### src/rtl/dq_pkg.sv
// Package dq_pkg
// Shared types and fixed constants for the coefficient dequantizer.
// Assumes: nothing beyond IEEE 1800-2017.
package dq_pkg;

    // Reconstruction mode of the current macroblock
    typedef enum logic {
        DQ_NONINTRA = 1'b0,
        DQ_INTRA    = 1'b1
    } dq_mode_e;

    // Division by 16 is a right shift of the magnitude by this amount
    localparam int DQ_DIV_SHIFT = 4;

    // Pipeline depth from input to output, in cycles
    localparam int DQ_LATENCY = 3;

endpackage

### src/rtl/dq_prescale.sv
// Module dq_prescale (pipeline stage 1)
// Forms the pre-scaled level: 2c in intra mode, or 2c+sign(c) in non-intra
// (dead-zone) mode. Splits it into sign and magnitude for the unsigned
// multiplier. Flags the intra DC bypass.
// Assumes: the mode input is stable for the whole macroblock.
module dq_prescale
    import dq_pkg::*;
#(
    parameter int COEF_W = 8,
    parameter int WGT_W  = 16
) (
    input  logic                    clk,
    input  logic                    rst_n,
    input  dq_mode_e                mode,
    input  logic                    in_valid,
    input  logic                    in_dc,
    input  logic signed [COEF_W-1:0] in_coef,
    input  logic [WGT_W-1:0]        in_weight,
    output logic                    s1_valid,
    output logic                    s1_dc,
    output logic                    s1_pass,
    output logic                    s1_neg,
    output logic [COEF_W:0]         s1_mag,
    output logic [WGT_W-1:0]        s1_wgt,
    output logic [COEF_W-1:0]       s1_coef
);

    localparam int PRE_W = COEF_W + 2;   // room for 2c +/- 1

    logic signed [PRE_W-1:0] coef_ext;
    logic signed [PRE_W-1:0] sign_term;
    logic signed [PRE_W-1:0] pre_val;
    logic                    pre_neg;
    logic [PRE_W-1:0]        pre_abs;

    // Pre-scale the level according to the macroblock mode
    always_comb begin
        coef_ext = PRE_W'(in_coef);
        if (in_coef == '0)
            sign_term = '0;
        else if (in_coef[COEF_W-1])
            sign_term = -PRE_W'(1);
        else
            sign_term = PRE_W'(1);
        if (mode == DQ_INTRA)
            pre_val = coef_ext + coef_ext;
        else
            pre_val = coef_ext + coef_ext + sign_term;
        pre_neg = pre_val[PRE_W-1];
        pre_abs = pre_neg ? PRE_W'(-pre_val) : PRE_W'(pre_val);
    end

    // Stage-1 pipeline register
    always_ff @(posedge clk) begin
        if (!rst_n) begin
            s1_valid <= 1'b0;
            s1_dc    <= 1'b0;
            s1_pass  <= 1'b0;
            s1_neg   <= 1'b0;
            s1_mag   <= '0;
            s1_wgt   <= '0;
            s1_coef  <= '0;
        end else begin
            s1_valid <= in_valid;
            s1_dc    <= in_valid & in_dc;
            s1_pass  <= in_valid & in_dc & (mode == DQ_INTRA);
            s1_neg   <= pre_neg;
            s1_mag   <= pre_abs[COEF_W:0];
            s1_wgt   <= in_weight;
            s1_coef  <= in_coef;
        end
    end

    // A nonzero level must give a nonzero pre-scale of the same sign
    p_prescale_sign_r2: assert property (@(posedge clk) disable iff (!rst_n)
        in_valid && (in_coef != '0) |=> (s1_mag != '0) && (s1_neg == $past(in_coef[COEF_W-1])));

endmodule

### src/rtl/dq_magmul.sv
// Module dq_magmul (pipeline stage 2)
// Multiplies the pre-scaled magnitude by the unsigned weight. Forwards
// sign, bypass and marker state with the product.
// Assumes: magnitude and weight are unsigned.
module dq_magmul #(
    parameter int COEF_W = 8,
    parameter int WGT_W  = 16,
    localparam int PROD_W = COEF_W + 1 + WGT_W
) (
    input  logic               clk,
    input  logic               rst_n,
    input  logic               s1_valid,
    input  logic               s1_dc,
    input  logic               s1_pass,
    input  logic               s1_neg,
    input  logic [COEF_W:0]    s1_mag,
    input  logic [WGT_W-1:0]   s1_wgt,
    input  logic [COEF_W-1:0]  s1_coef,
    output logic               s2_valid,
    output logic               s2_dc,
    output logic               s2_pass,
    output logic               s2_neg,
    output logic [PROD_W-1:0]  s2_prod,
    output logic [COEF_W-1:0]  s2_coef
);

    logic [PROD_W-1:0] prod;

    // Full-width unsigned product of magnitude and weight
    always_comb begin
        prod = PROD_W'(s1_mag) * PROD_W'(s1_wgt);
    end

    // Stage-2 pipeline register
    always_ff @(posedge clk) begin
        if (!rst_n) begin
            s2_valid <= 1'b0;
            s2_dc    <= 1'b0;
            s2_pass  <= 1'b0;
            s2_neg   <= 1'b0;
            s2_prod  <= '0;
            s2_coef  <= '0;
        end else begin
            s2_valid <= s1_valid;
            s2_dc    <= s1_dc;
            s2_pass  <= s1_pass;
            s2_neg   <= s1_neg;
            s2_prod  <= prod;
            s2_coef  <= s1_coef;
        end
    end

    // A zero magnitude or weight must yield a zero product
    p_zero_product_r8: assert property (@(posedge clk) disable iff (!rst_n)
        s1_valid && ((s1_mag == '0) || (s1_wgt == '0)) |=> (s2_prod == '0));

endmodule

### src/rtl/dq_finish.sv
// Module dq_finish (pipeline stage 3)
// Divides the magnitude by 16 with truncation, forces even nonzero results
// odd toward zero, restores the sign and saturates to OUT_W bits. Intra DC
// levels bypass all of this and are sign-extended.
// Assumes: the product magnitude is unsigned and the sign is carried apart,
// so the shift always truncates toward zero.
module dq_finish
    import dq_pkg::*;
#(
    parameter int COEF_W = 8,
    parameter int WGT_W  = 16,
    parameter int OUT_W  = 12,
    localparam int PROD_W = COEF_W + 1 + WGT_W
) (
    input  logic               clk,
    input  logic               rst_n,
    input  logic               s2_valid,
    input  logic               s2_dc,
    input  logic               s2_pass,
    input  logic               s2_neg,
    input  logic [PROD_W-1:0]  s2_prod,
    input  logic [COEF_W-1:0]  s2_coef,
    output logic               out_valid,
    output logic               out_dc,
    output logic [OUT_W-1:0]   out_coef
);

    localparam int QW = PROD_W - DQ_DIV_SHIFT;
    localparam logic [QW-1:0] POS_LIM = QW'((1 << (OUT_W - 1)) - 1);
    localparam logic [QW-1:0] NEG_LIM = QW'(1 << (OUT_W - 1));
    localparam logic [OUT_W-1:0] POS_MAX = OUT_W'((1 << (OUT_W - 1)) - 1);
    localparam logic [OUT_W-1:0] NEG_MIN = OUT_W'(1 << (OUT_W - 1));

    logic [QW-1:0]    quo;
    logic [QW-1:0]    quo_odd;
    logic [OUT_W-1:0] low_bits;
    logic [OUT_W-1:0] result;
    logic             pass_q;

    // Truncating divide, odd forcing, sign restore and saturation
    always_comb begin
        quo = s2_prod[PROD_W-1:DQ_DIV_SHIFT];
        if ((quo != '0) && !quo[0])
            quo_odd = quo - QW'(1);
        else
            quo_odd = quo;
        low_bits = quo_odd[OUT_W-1:0];
        if (s2_pass)
            result = {{(OUT_W - COEF_W){s2_coef[COEF_W-1]}}, s2_coef};
        else if (!s2_neg)
            result = (quo_odd > POS_LIM) ? POS_MAX : low_bits;
        else
            result = (quo_odd > NEG_LIM) ? NEG_MIN : (~low_bits + OUT_W'(1));
    end

    // Output register
    always_ff @(posedge clk) begin
        if (!rst_n) begin
            out_valid <= 1'b0;
            out_dc    <= 1'b0;
            out_coef  <= '0;
            pass_q    <= 1'b0;
        end else begin
            out_valid <= s2_valid;
            out_dc    <= s2_dc;
            out_coef  <= result;
            pass_q    <= s2_pass;
        end
    end

    // Arithmetic outputs are odd unless zero or at the negative bound
    p_odd_result_r4: assert property (@(posedge clk) disable iff (!rst_n)
        out_valid && !pass_q && (out_coef != '0) && (out_coef != NEG_MIN) |-> out_coef[0]);

    // A positive product never leaves a negative result
    p_no_wrap_r5: assert property (@(posedge clk) disable iff (!rst_n)
        s2_valid && !s2_pass && !s2_neg |=> !out_coef[OUT_W-1]);

endmodule

### src/rtl/coef_dequant.sv
// Module coef_dequant (top)
// Three-stage coefficient reconstruction pipeline with a macroblock mode
// register. Stage 1 pre-scales, stage 2 multiplies, stage 3 divides,
// forces odd and saturates.
// Assumes: coefficients arrive in inverse-scan order with their scaled
// weight. mode_load is pulsed before the first coefficient of a macroblock.
module coef_dequant
    import dq_pkg::*;
#(
    parameter int COEF_W = 8,
    parameter int WGT_W  = 16,
    parameter int OUT_W  = 12
) (
    input  logic              clk,
    input  logic              rst_n,
    input  logic              mode_load,
    input  logic              mode_intra,
    input  logic              in_valid,
    input  logic              in_dc,
    input  logic [COEF_W-1:0] in_coef,
    input  logic [WGT_W-1:0]  in_weight,
    output logic              out_valid,
    output logic              out_dc,
    output logic [OUT_W-1:0]  out_coef
);

    localparam int PROD_W = COEF_W + 1 + WGT_W;

    dq_mode_e          mode_q;
    logic              s1_valid, s1_dc, s1_pass, s1_neg;
    logic [COEF_W:0]   s1_mag;
    logic [WGT_W-1:0]  s1_wgt;
    logic [COEF_W-1:0] s1_coef;
    logic              s2_valid, s2_dc, s2_pass, s2_neg;
    logic [PROD_W-1:0] s2_prod;
    logic [COEF_W-1:0] s2_coef;

    // Macroblock mode register, loaded by strobe
    always_ff @(posedge clk) begin
        if (!rst_n)
            mode_q <= DQ_NONINTRA;
        else if (mode_load)
            mode_q <= mode_intra ? DQ_INTRA : DQ_NONINTRA;
    end

    dq_prescale #(.COEF_W(COEF_W), .WGT_W(WGT_W)) u_pre (
        .clk(clk), .rst_n(rst_n), .mode(mode_q),
        .in_valid(in_valid), .in_dc(in_dc),
        .in_coef($signed(in_coef)), .in_weight(in_weight),
        .s1_valid(s1_valid), .s1_dc(s1_dc), .s1_pass(s1_pass),
        .s1_neg(s1_neg), .s1_mag(s1_mag), .s1_wgt(s1_wgt), .s1_coef(s1_coef)
    );

    dq_magmul #(.COEF_W(COEF_W), .WGT_W(WGT_W)) u_mul (
        .clk(clk), .rst_n(rst_n),
        .s1_valid(s1_valid), .s1_dc(s1_dc), .s1_pass(s1_pass),
        .s1_neg(s1_neg), .s1_mag(s1_mag), .s1_wgt(s1_wgt), .s1_coef(s1_coef),
        .s2_valid(s2_valid), .s2_dc(s2_dc), .s2_pass(s2_pass),
        .s2_neg(s2_neg), .s2_prod(s2_prod), .s2_coef(s2_coef)
    );

    dq_finish #(.COEF_W(COEF_W), .WGT_W(WGT_W), .OUT_W(OUT_W)) u_fin (
        .clk(clk), .rst_n(rst_n),
        .s2_valid(s2_valid), .s2_dc(s2_dc), .s2_pass(s2_pass),
        .s2_neg(s2_neg), .s2_prod(s2_prod), .s2_coef(s2_coef),
        .out_valid(out_valid), .out_dc(out_dc), .out_coef(out_coef)
    );

    // Mode changes only on the load strobe
    p_mode_hold_r6: assert property (@(posedge clk) disable iff (!rst_n)
        !mode_load |=> $stable(mode_q));

    // Loaded mode equals the strobed value
    p_mode_load_r6: assert property (@(posedge clk) disable iff (!rst_n)
        mode_load |=> (mode_q == ($past(mode_intra) ? DQ_INTRA : DQ_NONINTRA)));

    // Valid appears exactly three cycles later
    p_valid_lat_r9: assert property (@(posedge clk) disable iff (!rst_n)
        in_valid |-> ##3 out_valid);

    // No spurious valid three cycles after an idle input
    p_idle_lat_r9: assert property (@(posedge clk) disable iff (!rst_n)
        !in_valid |-> ##3 !out_valid);

    // DC marker travels with its coefficient
    p_dc_lat_r9: assert property (@(posedge clk) disable iff (!rst_n)
        in_valid && in_dc |-> ##3 out_dc);

    // Zero level gives zero output in either mode
    p_zero_out_r8: assert property (@(posedge clk) disable iff (!rst_n)
        in_valid && (in_coef == '0) |-> ##3 (out_coef == '0));

    // Intra DC bypass delivers the level sign-extended
    p_dc_pass_r7: assert property (@(posedge clk) disable iff (!rst_n)
        in_valid && in_dc && (mode_q == DQ_INTRA) |-> ##3
        (out_coef == {{(OUT_W - COEF_W){$past(in_coef[COEF_W-1], 3)}}, $past(in_coef, 3)}));

endmodule

### config.mk
export PLATFORM = sky130hd
export DESIGN_NAME = coef_dequant
export DESIGN_NICKNAME = d
export VERILOG_FILES = /design/src/rtl/dq_pkg.sv /design/src/rtl/dq_prescale.sv /design/src/rtl/dq_magmul.sv /design/src/rtl/dq_finish.sv /design/src/rtl/coef_dequant.sv
export SDC_FILE = /design/constraint.sdc
export NUM_CORES = 1
export LEC_CHECK = 0
export ABC_CLOCK_PERIOD_IN_PS = 10400
export BUFFER_PORTS_ARGS = -buffer_cell sky130_fd_sc_hd__buf_4
export CORE_MARGIN = 4
export CORE_UTILIZATION = 50
export CTS_CLUSTER_DIAMETER = 60
export DETAILED_ROUTE_END_ITERATION = 7
export PLACE_DENSITY = 0.67
export SLEW_MARGIN = 15
export SYNTH_ARGS = -nofsm -noshare
export SYNTH_HDL_FRONTEND = slang
export SYNTH_SLANG_ARGS = --single-unit
### constraint.sdc
create_clock -name clk -period 10.4 [get_ports clk]
set_clock_uncertainty 0.15 [all_clocks]
set_input_delay 1.04 -clock clk [delete_from_list [all_inputs] [get_ports clk]]
set_output_delay 1.04 -clock clk [all_outputs]
set_load 0.01 [all_outputs]
# After elaboration in Yosys (flattened, before gate mapping)

Cells that the tools add are included.

Input bits: 30
Output and inout port bits: 14
Bits in registers: 89
Logic and storage cells: 42

Add/subtract/negate cells: 5
Order comparisons: 2
Reduce and logical (&&, ||, !) cells: 4
Bitwise operators: 3
Muxes and demuxes: 10
$mul: 1

Operators with widths:

| cell                                                             | number |
|---|---|
| 2-to-1 mux 12 bit                                                | 4 |
| 2-to-1 mux 10 bit                                                | 3 |
| multiplier 9 x 16 -> 25 bit                                      | 1 |
| greater-than comparator 21 x 11 -> 1 bit (second input constant) | 1 |
| greater-than comparator 21 x 12 -> 1 bit (second input constant) | 1 |
| 2-to-1 mux 21 bit                                                | 1 |
| nonzero test 21 bit                                              | 1 |
| subtractor 21 x 1 -> 21 bit (second input constant)              | 1 |
| adder 12 x 1 -> 12 bit (second input constant)                   | 1 |
| inverter 12 bit                                                  | 1 |
| adder 10 bit                                                     | 1 |
| adder 8 x 8 -> 9 bit                                             | 1 |
| 2-to-1 mux 9 bit                                                 | 1 |
| negator 9 bit                                                    | 1 |
| zero test 8 bit                                                  | 1 |
| AND 1 bit                                                        | 2 |
| logical AND 1 bit                                                | 1 |
| zero test 1 bit                                                  | 1 |
| 2-to-1 mux 1 bit                                                 | 1 |

# Depth between registers and ports, before layout

Gate-level depths: netlist of run 1.

Depth after elaboration: 8
Gate-level depth with buffers: 20
Mapped depth without buffers: 19

# By module

A second synthesis of run 1 with hierarchy kept.

Cells, all modules: 1016
Area, all modules: 8899.8 um2

Modules (own cells, without submodules):

| module       | cells an instance | seq. area each (um2) | times used | area an instance (um2) |
|---|---|---|---|---|
| dq_magmul    | 634               | 740.7                | 1          | 5592.9 |
| dq_prescale  | 175               | 740.7                | 1          | 1746.7 |
| dq_finish    | 204               | 280.3                | 1          | 1524.0 |
| coef_dequant | 3                 | 20.0                 | 1          | 36.3 |

# Worst setup path before layout of run 1

Ideal clock, no wire load.

Path type: register -> register
From: register u_pre.s1_mag[2]
To: register u_mul.s2_prod[24]
Data required time: 10.126 ns
Period minus slack after synthesis: 5.171 ns
Setup time: 0.124 ns
Cell stages (with the launch flop): 20
Arrival: 4.897 ns
Buffers on the path: 1
Setup slack: 5.229 ns
Cell sequence: dfxtp_1 > clkbuf_1 > nand2_1 > fa_1 > inv_1 > fa_1 > inv_1 > fa_1 > fa_1 > inv_1 > ha_1 > o21ai_0 > a21oi_1 > a21oi_1 > o31a_1 > a22oi_1 > a41o_1 > o41ai_1 > o21ai_0 > mux2i_1

Word-level cells in the longest chain between the ends: 1

RTL lines:

| what                        | line              | text |
|---|---|---|
| start, declared             | dq_prescale.sv:23 | `output logic [COEF_W:0] s1_mag,` |
| start signal, assigned      | dq_prescale.sv:68 | `s1_mag <= pre_abs[COEF_W:0];` |
| multiplier 9 x 16 -> 25 bit | dq_magmul.sv:31   | `prod = PROD_W'(s1_mag) * PROD_W'(s1_wgt);` |
| end signal, assigned        | dq_magmul.sv:48   | `s2_prod <= prod;` |
| end, declared               | dq_magmul.sv:23   | `output logic [PROD_W-1:0] s2_prod,` |

No other way between the ends.
A chain may end at the register's enable or synchronous reset.

# Final worst setup path of run 1

Ends and elaborated chain as after synthesis.

==> impl_metrics.yaml, run 1 <==
sta:
  rsz0062_at_grt: "no"
  fin_crit_ns: 5.609
  maxSlewViolCount: 0
  fin_ws_ns: 4.791
  setup_viol: 0
  worst_slew_pin_slew_ns: 0.7003
  period_share: 0.5393
  hold_viol: 0
  relSlewSlack: 0.5266
  tns_ns: 0
  fmax_ghz: 0.1783
pwr:
  p_seq_frac: 0.329
  ir_drop_v: 0.0001071
  p_sw_frac: 0.4012
  p_total_w: 0.001337
  power.internal_w: 0.0008008
  p_comb_frac: 0.429
  clkPwrFrac: 0.242
  power_density_nw_per_um2: 157.5
  p_leak_nw: 4.172
  p_sw_w: 0.0005365
clocking:
  cts_max_path_buffers: 2
  cts_tree: "done"
  root_buffer: "clkbuf_16"
  ctsHoldBuffers: 0
  postCtsSetupBuffers: 0
  numClockSinks: 85
  cts-resized-gates: 0
  clkTransAtPathRegs_ns: 0.07
  cts_buffers: 9
  clock_latency_ns: 0.35
  ctsHtreeMaxLevel: 3
logic_synthesis:
  synth_compound_area_frac: 0.08010
  synth_ff_type: "dfxtp_1"
  synth_edf_count: 0
  ys_types: 62
  synth_nets: 1060
  synth_mux_area_frac: 0.01114
  synth_top_family_by_area: "adder cells"
  synth-simple-area-share: 0.2342
  syn_avg_cell_area_um2: 8.824
  ys_seq_area_frac: 0.2196
  syn_inst: 878
  synth-xor-area-share: 0.03052
  yosys_warnings: 0
  synth-adder-area-share: 0.3424
  ys_seq_elements: 85
  synthesis.area_um2: 7747
  synthArstFlopShare: 0
placed_design:
  dp_hpwl_um: 12490
  dpl_worst_slack_ns: 4.841
  globalplace.congestion: 0.8476
  dp_cells: 1083
  port_buffers: 43
global_route:
  grt_pass1_vias: 5784
  gr-usage-all-layers: 0.1982
  overflow: 0
  grt_pass1_wl_um: 28330
  grt_max_degree: 58
  antenna_found_initial: 0
critical_path:
  cp.arrival_ns: 5.70
  path_class: "register to register"
  worstPathRequired_ns: 10.49
  crit_path_end_kind: "register"
  start_kind: "register"
  cp_max_fo: 16
detailed_routing:
  detail-route-antenna-nets: 0
  dr.pass1.iters: 4
  vias: 5717
  vias_per_cell: 5.202
  wirelength_um: 16160
  wl_per_cell_um: 14.71
  first_iter_violations: 290
  remaining_drc_errors: 0
final_layout:
  nFillCells: 1396
  area_growth_pct: 9.609
  insertedDiodeCount: 0
  stdcell_count: 1099
  fin_util: 0.5586
  final_net_count: 1088
  drive_above_1_share: 0.08342
floorplanning:
  start_util: 0.5096
  num_rows: 45
  die_area_um2: 17550
  core_um2: 15200
  die_h_um: 132.5
  boundaryPins: 44
  die_x_um: 132.5
run_status:
  status: "finished, final reports clean"
worst_hold_path:
  hp-class: "register to register"
flow_run:
  drv_cap: 0
## final timing paths
path / start / endpoint / slack [ns] / cells past startpoint
max: u_pre.s1_mag[2] / u_mul.s2_prod[24] / 4.79 / 18
min: u_pre.s1_coef[0] / u_mul.s2_coef[0] / 0.28 / 1
max reg2reg: u_pre.s1_mag[2] / u_mul.s2_prod[24] / 4.79 / 18
min reg2reg: u_pre.s1_coef[0] / u_mul.s2_coef[0] / 0.28 / 1
## power by group through the flow
stage          logic, W  registers (W)  clock network [W]
2_1_floorplan  0.000449       0.000424                  0
3_3_place_gp   0.000573       0.000444                  0
3_5_place_dp   0.000577       0.000446                  0
4_1_cts        0.000583       0.000439           0.000334
5_1_grt        0.000666       0.000449           0.000344
6_report       0.000574       0.000439           0.000324
## cells in the mapped netlist, drive strengths merged, types with 6 or more instances
| master | instances | area (um2) |
|---|---|---|
| fa | 100 | 2002 |
| inv | 136 | 510.5 |
| nor3 | 14 | 70.07 |
| xnor2 | 10 | 87.58 |
| nand3 | 7 | 35.03 |
| nor2 | 72 | 270.3 |
| clkbuf | 22 | 82.58 |
| xor2 | 17 | 148.9 |
| nor3b | 6 | 45.04 |
| nand2 | 85 | 319.1 |
| and3 | 6 | 38.79 |
| a21oi | 22 | 113.9 |
| and2 | 122 | 764.5 |
| o21ai | 26 | 130.1 |
| nand2b | 8 | 50.05 |
| a211oi | 10 | 75.07 |
| dfxtp | 85 | 1702 |
| ha | 52 | 650.6 |
## layout by cell type (no fill, tap or decap), types with 4 or more instances in the layout
master     synthesis  final
a21o_1             5      5
inv_1            136    136
o31ai_1            5      5
o21ai_0           24     24
buf_4              0     44
dfxtp_1           85     85
xnor2_1           10     10
fa_1             100    100
nor2_1            72     72
a211oi_1          10     10
xor2_1            17     17
nand2_1           85     85
nor3b_1            6      6
and3_1             5      5
and2_1           121    121
o21a_1             4      4
clkbuf_16          0      9
nor3_1            14     14
nand4b_1           4      4
a21oi_1           21     21
nand2b_1           8      8
nand3_1            7      7
ha_1              52     52
## metal layers
metal | global-route usage | up-vias | wire [um]
li1 | - | 2805 | -
met2 | 0.3369 | 89 | 8105
met5 | 0 | - | 0
met1 | 0.2637 | 2793 | 7242
met4 | 0.06524 | 0 | 384
met3 | 0.02510 | 30 | 430
## cell type report
cell class,instances,area [um2],area share
tap,188,235.2,0.02770
clock inverter,7,78.83,0.009282
sequential,85,1702,0.2004
inverter,136,510.5,0.06012
timing repair buffer,44,330.3,0.03890
clock buffer,9,225.2,0.02652
multi-input combinational,630,5410,0.6371
## cell families after synthesis
| kind of cell | Yosys count |
|---|---|
| mux | 7 |
| simple gates | 349 |
| buf+inv | 163 |
| fa+ha+maj | 152 |
| xor+xnor | 27 |
| compound gates | 95 |
| flops | 85 |
## through the flow
stage                     cell area [um2]  hold WS (ns)
after CTS                            8492        0.2847
after detailed placement             8188        0.2677
after global routing                 8492        0.2917
final                                8492        0.2849
after floorplan                      7747        0.2619
after global placement               8188        0.2648
## critical path: stages, from the launching register on
cell and delay [ns]:
dfxtp_1 0.67, nand2_1 0.16, fa_1 0.56, inv_1 0.05, fa_1 0.49, inv_1 0.05, fa_1 0.46, fa_1 0.55
inv_1 0.04, ha_1 0.34, o21ai_0 0.17, a21oi_1 0.07, a21oi_1 0.35, o31a_1 0.25, a22oi_1 0.13, a41o_1 0.27
o41ai_1 0.39, o21ai_0 0.19, mux2i_1 0.14
## sequential cells by signal (all words and copies together), names as in the netlist, 8 cells and up
register,count
u_mul.s2_prod,21
u_pre.s1_wgt,16
u_mul.s2_coef,8
u_pre.s1_mag,9
u_fin.out_coef,12
u_pre.s1_coef,8
(Power assumes the default switching activity.)
==> inputs of run 2 (changes only) <==
ABC_CLOCK_PERIOD_IN_PS = 5350   (was 10400)
clock period = 5.35 ns   (was 10.4 ns; I/O delays follow)
==> run 2 against run 1 <==
Sequential share of layout area is 0.34 points lower. Non-clock buffer count is 23 higher. Largest cell class unchanged. Register-to-register slack worse by 4.5 ns. Highest routed layer unchanged.
==> impl_metrics.yaml, run 2 (synthesis gave the netlist of run 1 again) <==
final_layout:
  insertedDiodeCount: 0
  final_common_cell: "inv_1"
  largest_reg_flops: 21
  layout_common_cells: "inv_1 (136), and2_1 (121), fa_1 (100)"
  area_growth_pct: 12.58
  regMostFlops: "u_mul.s2_prod"
  final_net_count: 1111
  nFillCells: 1381
  drive_above_1_share: 0.1210
  largestRegisters: "u_mul.s2_prod: 21 flops, u_pre.s1_wgt: 16 flops, u_fin.out_coef: 12 flops"
worst_hold_path:
  hp-class: "input pin to register"
floorplanning:
  die_x_um: 132.5
  die_h_um: 132.5
  boundaryPins: 44
  start_util: 0.5096
  die_area_um2: 17550
  core_um2: 15200
  num_rows: 45
global_route:
  grt_pass1_wl_um: 28840
  grt_max_degree: 58
  overflow: 0
  gr-usage-all-layers: 0.1997
  antenna_found_initial: 0
  grt_pass1_vias: 6048
sta:
  fin_crit_ns: 5.027
  setup_viol: 0
  fmax_ghz: 0.1989
  maxSlewViolCount: 0
  relSlewSlack: 0.5751
  worst_slew_pin_slew_ns: 0.6365
  tns_ns: 0
  hold_viol: 0
  fin_ws_ns: 0.3233
  rsz0062_at_grt: "no"
  period_share: 0.9396
critical_path:
  cp_top_family: "adder cells"
  critPathBufInv: 4
  cp.arrival_ns: 5.09
  crit_chain: "nand2_1 > fa_1 > fa_1 > inv_1 > fa_1 > inv_1 > fa_1 > inv_1 > ha_1 > buf_4 > o21a_1 > o21ai_0 > o31ai_2 > nand2_1 > a21o_1 > a21oi_2 > a31oi_1 > o21ai_0 > o311ai_1"
  start_kind: "register"
  cpPeakStageDelay_ns: 0.54
  cp_max_fo: 9
  critical_path.most_common_cell: "fa_1"
  slowest_stage: "fa_1"
  path_class: "register to register"
  worstPathRequired_ns: 5.42
  crit_path_end_kind: "register"
clocking:
  cts_tree: "done"
  ctsHtreeMaxLevel: 3
  cts_buffers: 9
  numClockSinks: 85
  clkTransAtPathRegs_ns: 0.07
  root_buffer: "clkbuf_16"
  cts_max_path_buffers: 2
  clock_latency_ns: 0.35
detailed_routing:
  vias: 5829
  wirelength_um: 16290
  remaining_drc_errors: 0
  first_iter_violations: 298
  detail-route-antenna-nets: 0
  vias_per_cell: 5.195
  wl_per_cell_um: 14.52
  dr.pass1.iters: 5
pwr:
  ir_drop_v: 0.0001950
  p_leak_nw: 4.310
  power_density_nw_per_um2: 303.6
run_status:
  status: "finished, final reports clean"
placed_design:
  globalplace.congestion: 0.8454
  dp_hpwl_um: 12850
  port_buffers: 43
  dpl_worst_slack_ns: 0.08587
flow_run:
  drv_cap: 0
==> run 2: layer usage <==
metal	up-vias	global-route usage	wire length, um
li1	2863	-	-
met1	2806	0.2643	7215
met2	134	0.3378	8013
met3	26	0.02814	637
met4	0	0.06871	420
met5	-	0	0
==> run 2: power breakdown <==
part / switching [W] / leakage [nW] / internal (W)
clock network: 0.000279 / 0.138 / 0.000335
registers: 0.0000972 / 0.708 / 0.000738
logic: 0.000666 / 3.46 / 0.000533
total: 0.00104 / 4.31 / 0.00161
==> run 2: final timing paths <==
| check | depth (start not counted) | start | slack (ns) | endpoint |
|---|---|---|---|---|
| setup / recovery | 19 | u_pre.s1_wgt[2] | 0.32 | u_mul.s2_prod[23] |
| hold / removal | 2 | in_weight[7] | 0.24 | u_pre.s1_wgt[7] |
| setup reg to reg | 19 | u_pre.s1_wgt[2] | 0.32 | u_mul.s2_prod[23] |
| hold reg to reg | 1 | u_mul.s2_valid | 0.28 | u_fin.out_valid |
==> run 2: through the flow <==
step	total power (W)	instances	hold slack [ns]	utilization	cell area [um2]
global placement	0.002031	1106	0.2640	0.5524	8398
floorplan	0.001696	878	0.2619	-	7747
CTS	0.002674	1122	0.2288	0.5716	8690
detailed placement	0.002044	1106	0.2685	0.5524	8398
finish	0.002648	1122	0.2393	0.5737	8722
global route	0.002878	1122	0.2311	0.5737	8722
==> run 2: layout make-up <==
cell class / count / area (um2) / area share
multi-input cells: 630 / 5426 / 0.6221
flip-flops and latches: 85 / 1718 / 0.1970
clock inverters: 6 / 52.55 / 0.006025
repair buffers: 67 / 540.5 / 0.06197
clock buffers: 10 / 239.0 / 0.02740
well taps: 188 / 235.2 / 0.02697
inverters: 136 / 510.5 / 0.05853
==> run 2: what timing repair did <==
item,in CTS,in global routing
hold buffers,0,0
endpoints found under the setup margin,0,5
buffers inserted,0,0
resized for setup,0,16
